`src/rtl/rbs_pkg.sv`:
```
package rbs_pkg;

  typedef enum logic [2:0] {
    ST_IDLE         = 3'd0,
    ST_BUSY         = 3'd1,
    ST_DONE         = 3'd2,
    ST_ERR_FREEZE   = 3'd3,
    ST_ERR_PROG     = 3'd4,
    ST_ERR_UNFREEZE = 3'd5,
    ST_ERR_CFG      = 3'd6
  } seqStatus_e;

  typedef enum logic [1:0] {
    LIM_FREEZE   = 2'd0,
    LIM_CFG      = 2'd1,
    LIM_UNFREEZE = 2'd2
  } limSel_e;

  // strobes from the control FSM to the datapath
  typedef struct packed {
    logic       loadMask;     // latch bridge selection, request freeze
    logic       releaseMask;  // drop freeze requests of latched selection
    logic       refreezeMask; // raise freeze requests of latched selection again
    logic       teardown;     // freeze the currently selected bridges
    logic       clrCnt;       // restart the microsecond counter
    logic       setStatus;
    seqStatus_e statusVal;
    limSel_e    limSel;
    logic       overrun;
  } ctlStrobe_t;

endpackage

```
`src/rtl/rbs_ctrl.sv`:
```
module rbs_ctrl
  import rbs_pkg::*;
(
  input  logic       clk,
  input  logic       rstN,
  input  logic       cmdStart,
  input  logic       cmdTeardown,
  input  logic       cfgDone,
  input  logic       cfgError,
  input  logic       allFrozen,
  input  logic       allReleased,
  input  logic       timedOut,
  output ctlStrobe_t strb,
  output logic       cfgStart
);

  typedef enum logic [2:0] {
    S_IDLE, S_FREEZE, S_PSTART, S_PWAIT, S_UNFREEZE
  } seqState_e;

  seqState_e state, stateNxt;

  always_ff @(posedge clk or negedge rstN) begin
    if (!rstN) state <= S_IDLE;
    else       state <= stateNxt;
  end

  assign cfgStart = (state == S_PSTART);

  always_comb begin
    strb           = '0;
    strb.statusVal = ST_IDLE;
    strb.limSel    = LIM_FREEZE;
    stateNxt       = state;
    strb.overrun   = cmdStart && (state != S_IDLE);
    unique case (state)
      S_IDLE: begin
        if (cmdStart) begin
          strb.loadMask  = 1'b1;
          strb.clrCnt    = 1'b1;
          strb.setStatus = 1'b1;
          strb.statusVal = ST_BUSY;
          stateNxt       = S_FREEZE;
        end else if (cmdTeardown) begin
          strb.teardown = 1'b1;
        end
      end
      S_FREEZE: begin
        strb.limSel = LIM_FREEZE;
        if (allFrozen) begin
          stateNxt = S_PSTART;
        end else if (timedOut) begin
          strb.setStatus = 1'b1;
          strb.statusVal = ST_ERR_FREEZE;
          stateNxt       = S_IDLE;
        end
      end
      S_PSTART: begin
        strb.limSel = LIM_CFG;
        strb.clrCnt = 1'b1;
        stateNxt    = S_PWAIT;
      end
      S_PWAIT: begin
        strb.limSel = LIM_CFG;
        if (cfgError) begin
          strb.setStatus = 1'b1;
          strb.statusVal = ST_ERR_PROG;
          stateNxt       = S_IDLE;
        end else if (cfgDone) begin
          strb.releaseMask = 1'b1;
          strb.clrCnt      = 1'b1;
          stateNxt         = S_UNFREEZE;
        end else if (timedOut) begin
          strb.setStatus = 1'b1;
          strb.statusVal = ST_ERR_CFG;
          stateNxt       = S_IDLE;
        end
      end
      S_UNFREEZE: begin
        strb.limSel = LIM_UNFREEZE;
        if (allReleased) begin
          strb.setStatus = 1'b1;
          strb.statusVal = ST_DONE;
          stateNxt       = S_IDLE;
        end else if (timedOut) begin
          strb.refreezeMask = 1'b1;
          strb.setStatus    = 1'b1;
          strb.statusVal    = ST_ERR_UNFREEZE;
          stateNxt          = S_IDLE;
        end
      end
      default: stateNxt = S_IDLE;
    endcase
  end

endmodule

```
`src/rtl/rbs_datapath.sv`:
```
module rbs_datapath
  import rbs_pkg::*;
#(
  parameter int NUM_BR = 4,
  parameter int TO_W   = 16,
  localparam int IDX_W = (NUM_BR > 1) ? $clog2(NUM_BR) : 1
) (
  input  logic              clk,
  input  logic              rstN,
  input  ctlStrobe_t        strb,
  input  logic              cmdPartial,
  input  logic [IDX_W-1:0]  cmdTarget,
  input  logic [TO_W-1:0]   freezeLimitUs,
  input  logic [TO_W-1:0]   cfgLimitUs,
  input  logic [TO_W-1:0]   unfreezeLimitUs,
  input  logic              usTick,
  input  logic [NUM_BR-1:0] frozenAck,
  output logic [NUM_BR-1:0] freezeReq,
  output logic [2:0]        statusCode,
  output logic              overrun,
  output logic              allFrozen,
  output logic              allReleased,
  output logic              timedOut
);

  logic [NUM_BR-1:0] selMask;
  logic [NUM_BR-1:0] activeMask;
  logic [TO_W-1:0]   usCnt;
  logic [TO_W-1:0]   curLimit;
  seqStatus_e        statusReg;

  // bridge selection: full mode takes every bridge, partial only the target
  for (genvar gi = 0; gi < NUM_BR; gi++) begin : g_sel
    assign selMask[gi] = !cmdPartial || (cmdTarget == IDX_W'(gi));
  end

  always_ff @(posedge clk or negedge rstN) begin
    if (!rstN) begin
      activeMask <= '0;
      freezeReq  <= '0;
    end else begin
      if (strb.loadMask) activeMask <= selMask;
      if (strb.loadMask || strb.teardown) freezeReq <= freezeReq | selMask;
      else if (strb.releaseMask)          freezeReq <= freezeReq & ~activeMask;
      else if (strb.refreezeMask)         freezeReq <= freezeReq | activeMask;
    end
  end

  assign allFrozen   = ((frozenAck & activeMask) == activeMask);
  assign allReleased = ((frozenAck & activeMask) == '0);

  // microsecond counter, saturating
  always_ff @(posedge clk or negedge rstN) begin
    if (!rstN)                    usCnt <= '0;
    else if (strb.clrCnt)         usCnt <= '0;
    else if (usTick && usCnt != '1) usCnt <= usCnt + 1'b1;
  end

  always_comb begin
    unique case (strb.limSel)
      LIM_CFG:      curLimit = cfgLimitUs;
      LIM_UNFREEZE: curLimit = unfreezeLimitUs;
      default:      curLimit = freezeLimitUs;
    endcase
  end

  assign timedOut = (curLimit != '0) && (usCnt >= curLimit);

  always_ff @(posedge clk or negedge rstN) begin
    if (!rstN) begin
      statusReg <= ST_IDLE;
      overrun   <= 1'b0;
    end else begin
      if (strb.setStatus) statusReg <= strb.statusVal;
      if (strb.overrun)   overrun   <= 1'b1;
    end
  end

  assign statusCode = statusReg;

endmodule

```
`src/rtl/recfg_bridge_seq.sv`:
```
module recfg_bridge_seq
  import rbs_pkg::*;
#(
  parameter int NUM_BR = 4,
  parameter int TO_W   = 16,
  localparam int IDX_W = (NUM_BR > 1) ? $clog2(NUM_BR) : 1
) (
  input  logic              clk,
  input  logic              rstN,
  input  logic              cmdStart,
  input  logic              cmdTeardown,
  input  logic              cmdPartial,
  input  logic [IDX_W-1:0]  cmdTarget,
  input  logic [TO_W-1:0]   freezeLimitUs,
  input  logic [TO_W-1:0]   cfgLimitUs,
  input  logic [TO_W-1:0]   unfreezeLimitUs,
  input  logic              usTick,
  input  logic [NUM_BR-1:0] frozenAck,
  output logic [NUM_BR-1:0] freezeReq,
  output logic              cfgStart,
  input  logic              cfgDone,
  input  logic              cfgError,
  output logic [2:0]        statusCode,
  output logic              overrun
);

  ctlStrobe_t strb;
  logic       allFrozen;
  logic       allReleased;
  logic       timedOut;

  rbs_ctrl u_ctrl (
    .clk         (clk),
    .rstN        (rstN),
    .cmdStart    (cmdStart),
    .cmdTeardown (cmdTeardown),
    .cfgDone     (cfgDone),
    .cfgError    (cfgError),
    .allFrozen   (allFrozen),
    .allReleased (allReleased),
    .timedOut    (timedOut),
    .strb        (strb),
    .cfgStart    (cfgStart)
  );

  rbs_datapath #(.NUM_BR(NUM_BR), .TO_W(TO_W)) u_dp (
    .clk             (clk),
    .rstN            (rstN),
    .strb            (strb),
    .cmdPartial      (cmdPartial),
    .cmdTarget       (cmdTarget),
    .freezeLimitUs   (freezeLimitUs),
    .cfgLimitUs      (cfgLimitUs),
    .unfreezeLimitUs (unfreezeLimitUs),
    .usTick          (usTick),
    .frozenAck       (frozenAck),
    .freezeReq       (freezeReq),
    .statusCode      (statusCode),
    .overrun         (overrun),
    .allFrozen       (allFrozen),
    .allReleased     (allReleased),
    .timedOut        (timedOut)
  );

endmodule

```
`config.mk`:
```
export PLATFORM = sky130hd
export DESIGN_NAME = recfg_bridge_seq
export DESIGN_NICKNAME = d
export VERILOG_FILES = /design/src/rtl/rbs_pkg.sv /design/src/rtl/rbs_ctrl.sv /design/src/rtl/rbs_datapath.sv /design/src/rtl/recfg_bridge_seq.sv
export SDC_FILE = /design/constraint.sdc
export NUM_CORES = 1
export LEC_CHECK = 0
export ABC_AREA = 1
export ABC_CLOCK_PERIOD_IN_PS = 4320
export BUFFER_PORTS_ARGS = -buffer_cell sky130_fd_sc_hd__buf_2
export CORE_ASPECT_RATIO = 2
export CORE_MARGIN = 2
export CORE_UTILIZATION = 59
export CTS_BUF_LIST = sky130_fd_sc_hd__clkbuf_2
export DETAILED_ROUTE_END_ITERATION = 16
export GPL_ROUTABILITY_DRIVEN = 0
export HOLD_SLACK_MARGIN = 0.15
export PLACE_DENSITY = 0.88
export SYNTH_ARGS = -nofsm -noshare
export SYNTH_HDL_FRONTEND = slang
export SYNTH_SLANG_ARGS = --single-unit
```
`constraint.sdc`:
```
create_clock -name clk -period 4.32 [get_ports clk]
set_input_delay 0.216 -clock clk [delete_from_list [all_inputs] [get_ports clk]]
set_output_delay 0.216 -clock clk [all_outputs]
set_load 0.005 [all_outputs]
```
==> run metrics <==
R2R Path End u_dp.statusCode[2]$_DFFE_PN0P_; clock latency on the worst-skew pair 0.39 ns; max_cap viols 0; CTS tree yes; Tcrit/Tclk final 0.803; Avg Cell Area, Syn 6.50 sq um; Initial Util 0.612; CP max stage cell ha_1; P_int 728 uW; power per cell area 451 nW/um^2; Critical Path Source Type flop; worst slack, placed 0.882 ns; number of global-route vias before repair 2751; Final setup viols 0; synthesized net count 485; Worst EP required 4.60 ns; Resize count post-CTS 0; critical path data arrival time 3.75 ns; Routed Antenna Nets 0; clk buf depth 2; # DRC 0; Final #Nets 556; RSZ-0062 raised after global routing false; Post-Layout Inst Area 3070 sq um; Pwr Total 1380 uW; status finished, final reports clean; Synth Warn # 0; total track usage 0.294; library cells used by synthesis 34; drt wl/cell 13.3 um; hold slack 0.149 ns; Seq/Total Area, Yosys 0.295; Ports 71; Layout Skew 0.0260 ns; Reg2Reg Launch Point u_ctrl.state[1]$_DFFE_PN0P_; post-detail-place hpwl 5.84 mm; Fmax 288 MHz; worst r2r path cells 23; crit-path most repeated cell nand2_1; min-delay src cfgDone; kind of cell adding the most delay to the critical path simple AND/OR/NAND/NOR gates; largest area contributor in the netlist dfrtp_1; Peak VDD IR 0.357 mV; cts bufs inserted 5; CTS sink cnt 31; share of post-route cells with drive strength above 1 0.204; crit path cell chain nor2_1, inv_1, nor2_1, inv_1, ha_1, inv_2, or2_1, nand2_1, inv_1, ha_1, nand2_1, nor2_1, nand2_1, nand2_1, nor2_1, nand2_1, nand2_1, nand2_1, nand3_1, nand2_1, clkinv_1, nand4_1, nand2_1; setup_tns 0 ns; multi-input gate area in the final layout 1560 sq um; Synth Instances 404; Slew headroom 0.406; Die Footprint 5040 sq um; DP Area 2980 sq um; power share of the combinational group 0.544; DRT iter0 DRCs 73; ranking of synthesized cells by area dfrtp_1, nand2_1, ha_1; area share of the largest cell type after synthesis 0.295; Die Y 98.4 um; Worst Path Max Fanout 22; Seq pwr share 0.310; GRT overflow 0; area delta synth->final 16.8%; maximum level of the CTS H-tree 2; Clock transition at path regs 0.16 ns; # rows 34; Clk pwr share 0.146; Hold Path Depth 4; Sequential Area 776 sq um; r2r setup slk 0.85 ns; post-layout minimum cycle time 3.47 ns; synthesized area 2630 sq um; CP endpoint kind flop; Yosys reg bits 31; post-CTS setup buffers 0; drt first pass iters 5; largest net degree at the start of global routing 32; Die W 51.2 um; Routed WL 7.04 mm; initial antenna violation count 1; fin. max-slew vios 0; P_leak 0.00168 uW; Core ar. 4300 sq um; global-route wire length before repair 11.2 mm; Worst Path Buf+Inv 5; worst-margin pin slew 0.886 ns; Hold Path Sink u_ctrl.state[1]$_DFFE_PN0P_; worst setup margin 0.849 ns; Fill cells 393; Worst path max stage delay 0.50 ns; Hold Crit Class in -> reg; Final Hold Fails 0; Sw Ratio 0.474; critical path class reg -> reg; Root Driver clkbuf_2; post-DR vias/cell 5.38; Net Switching 655 uW; Via Count 2856; IO Port Bufs 70
## repair_timing
action                                  CTS  global route
hold buffers                              2             0
hold endpoints to repair                 33             0
endpoints found under the setup margin    0             0
## stage by stage
| step | cells | util |
|---|---|---|
| floorplan | 404 | - |
| global placement | 520 | 0.694 |
| detailed placement | 520 | 0.694 |
| CTS | 530 | 0.714 |
| global route | 531 | 0.714 |
| finish | 531 | 0.714 |
## layout by cell type (no fill, tap or decap), types with 3 or more instances in the layout
cell | synthesis | final
a21oi_1 | 21 | 21
nand2_2 | 5 | 5
clkbuf_2 | 0 | 5
inv_2 | 6 | 6
or2_1 | 5 | 5
nand3_1 | 27 | 27
clkinv_1 | 2 | 3
nor3_1 | 10 | 10
o22ai_1 | 3 | 3
dfrtp_1 | 31 | 31
nand2_1 | 133 | 133
o21ai_0 | 17 | 17
nor2_1 | 24 | 24
buf_2 | 2 | 70
o21ai_1 | 11 | 11
nand4_1 | 9 | 9
ha_1 | 19 | 19
inv_1 | 52 | 52
nor3_2 | 3 | 3
## final cells by class
class,instances,share of cell area
Clock buffer,5,0.00815
Antenna cell,1,0.000815
Timing Repair Buffer,72,0.121
Clock inverter,3,0.0126
Sequential cell,31,0.253
Tap cell,54,0.0220
Multi-Input combinational cell,305,0.510
Inverter,60,0.0734
## power groups by stage
stage                     Sequential, uW  Clock [uW]  Combinational (uW)
final                                428         202                 753
after CTS                            426         203                 755
after global routing                 433         211                 872
after global placement               429           0                 726
after floorplan                      417           0                 577
after detailed placement             431           0                 754
## cells by family after synthesis
logic type	Yosys count	share of synthesized area
flip-flops	31	0.295
adder cells (fa/ha/maj)	19	0.0905
AO/OA/AOI/OAI	60	0.124
buffers and inverters	68	0.110
XOR/XNOR	1	0.00333
AND/OR/NAND/NOR	225	0.377
## cell usage after synthesis
cell type and number:
nand3_2 1, or2_2 1, nor2_2 2, buf_2 2, dfrtp_1 31, and3_1 1
clkinv_1 2, a21oi_1 21, o21ai_2 1, buf_6 4, a31oi_1 1, o22ai_1 3
o21a_1 1, nor4_1 2, or2_1 5, nand3_1 27, a22o_1 2, ha_1 19
o21bai_1 2, nor2_1 24, inv_1 52, nor3b_2 1, o21ai_1 11, clkbuf_1 2
nand4_1 9, nor3_1 10, nand2_1 133, inv_2 6, o21ai_0 17, nor3b_1 1
xor2_1 1, nor3_2 3, nand2_2 5, a211oi_1 1
## metal layers
metal / global-route usage / vias to the layer above / wire (um)
met5: 0 / - / 0
met4: 0.206 / 0 / 441
met3: 0.0260 / 32 / 332
met2: 0.583 / 115 / 3920
met1: 0.249 / 1258 / 2340
li1: - / 1451 / -
## worst max-delay path by stage
stage | from | to | slack, ns | cells after the start
floorplan | u_ctrl.state[1]$_DFFE_PN0P_ | u_dp.statusCode[2]$_DFFE_PN0P_ | 1.41 | 25
global placement | u_ctrl.state[1]$_DFFE_PN0P_ | u_dp.statusCode[2]$_DFFE_PN0P_ | 0.98 | 23
detailed placement | u_ctrl.state[1]$_DFFE_PN0P_ | u_dp.statusCode[2]$_DFFE_PN0P_ | 0.88 | 23
CTS | u_ctrl.state[1]$_DFFE_PN0P_ | u_dp.statusCode[2]$_DFFE_PN0P_ | 0.85 | 23
global route | u_ctrl.state[1]$_DFFE_PN0P_ | flop | 0.40 | 19
finish | u_ctrl.state[1]$_DFFE_PN0P_ | u_dp.statusCode[2]$_DFFE_PN0P_ | 0.85 | 23
## worst register-to-register path, stage by stage, from the launching register on
cell,delay [ns]
dfrtp_1,0.44
nor2_1,0.14
inv_1,0.05
nor2_1,0.19
inv_1,0.14
ha_1,0.50
inv_2,0.21
or2_1,0.26
nand2_1,0.08
inv_1,0.04
ha_1,0.26
nand2_1,0.05
nor2_1,0.13
nand2_1,0.07
nand2_1,0.05
nor2_1,0.04
nand2_1,0.05
nand2_1,0.04
nand2_1,0.17
nand3_1,0.11
nand2_1,0.10
clkinv_1,0.10
nand4_1,0.10
nand2_1,0.05
Note: power is estimated with default switching activity, not from simulation.
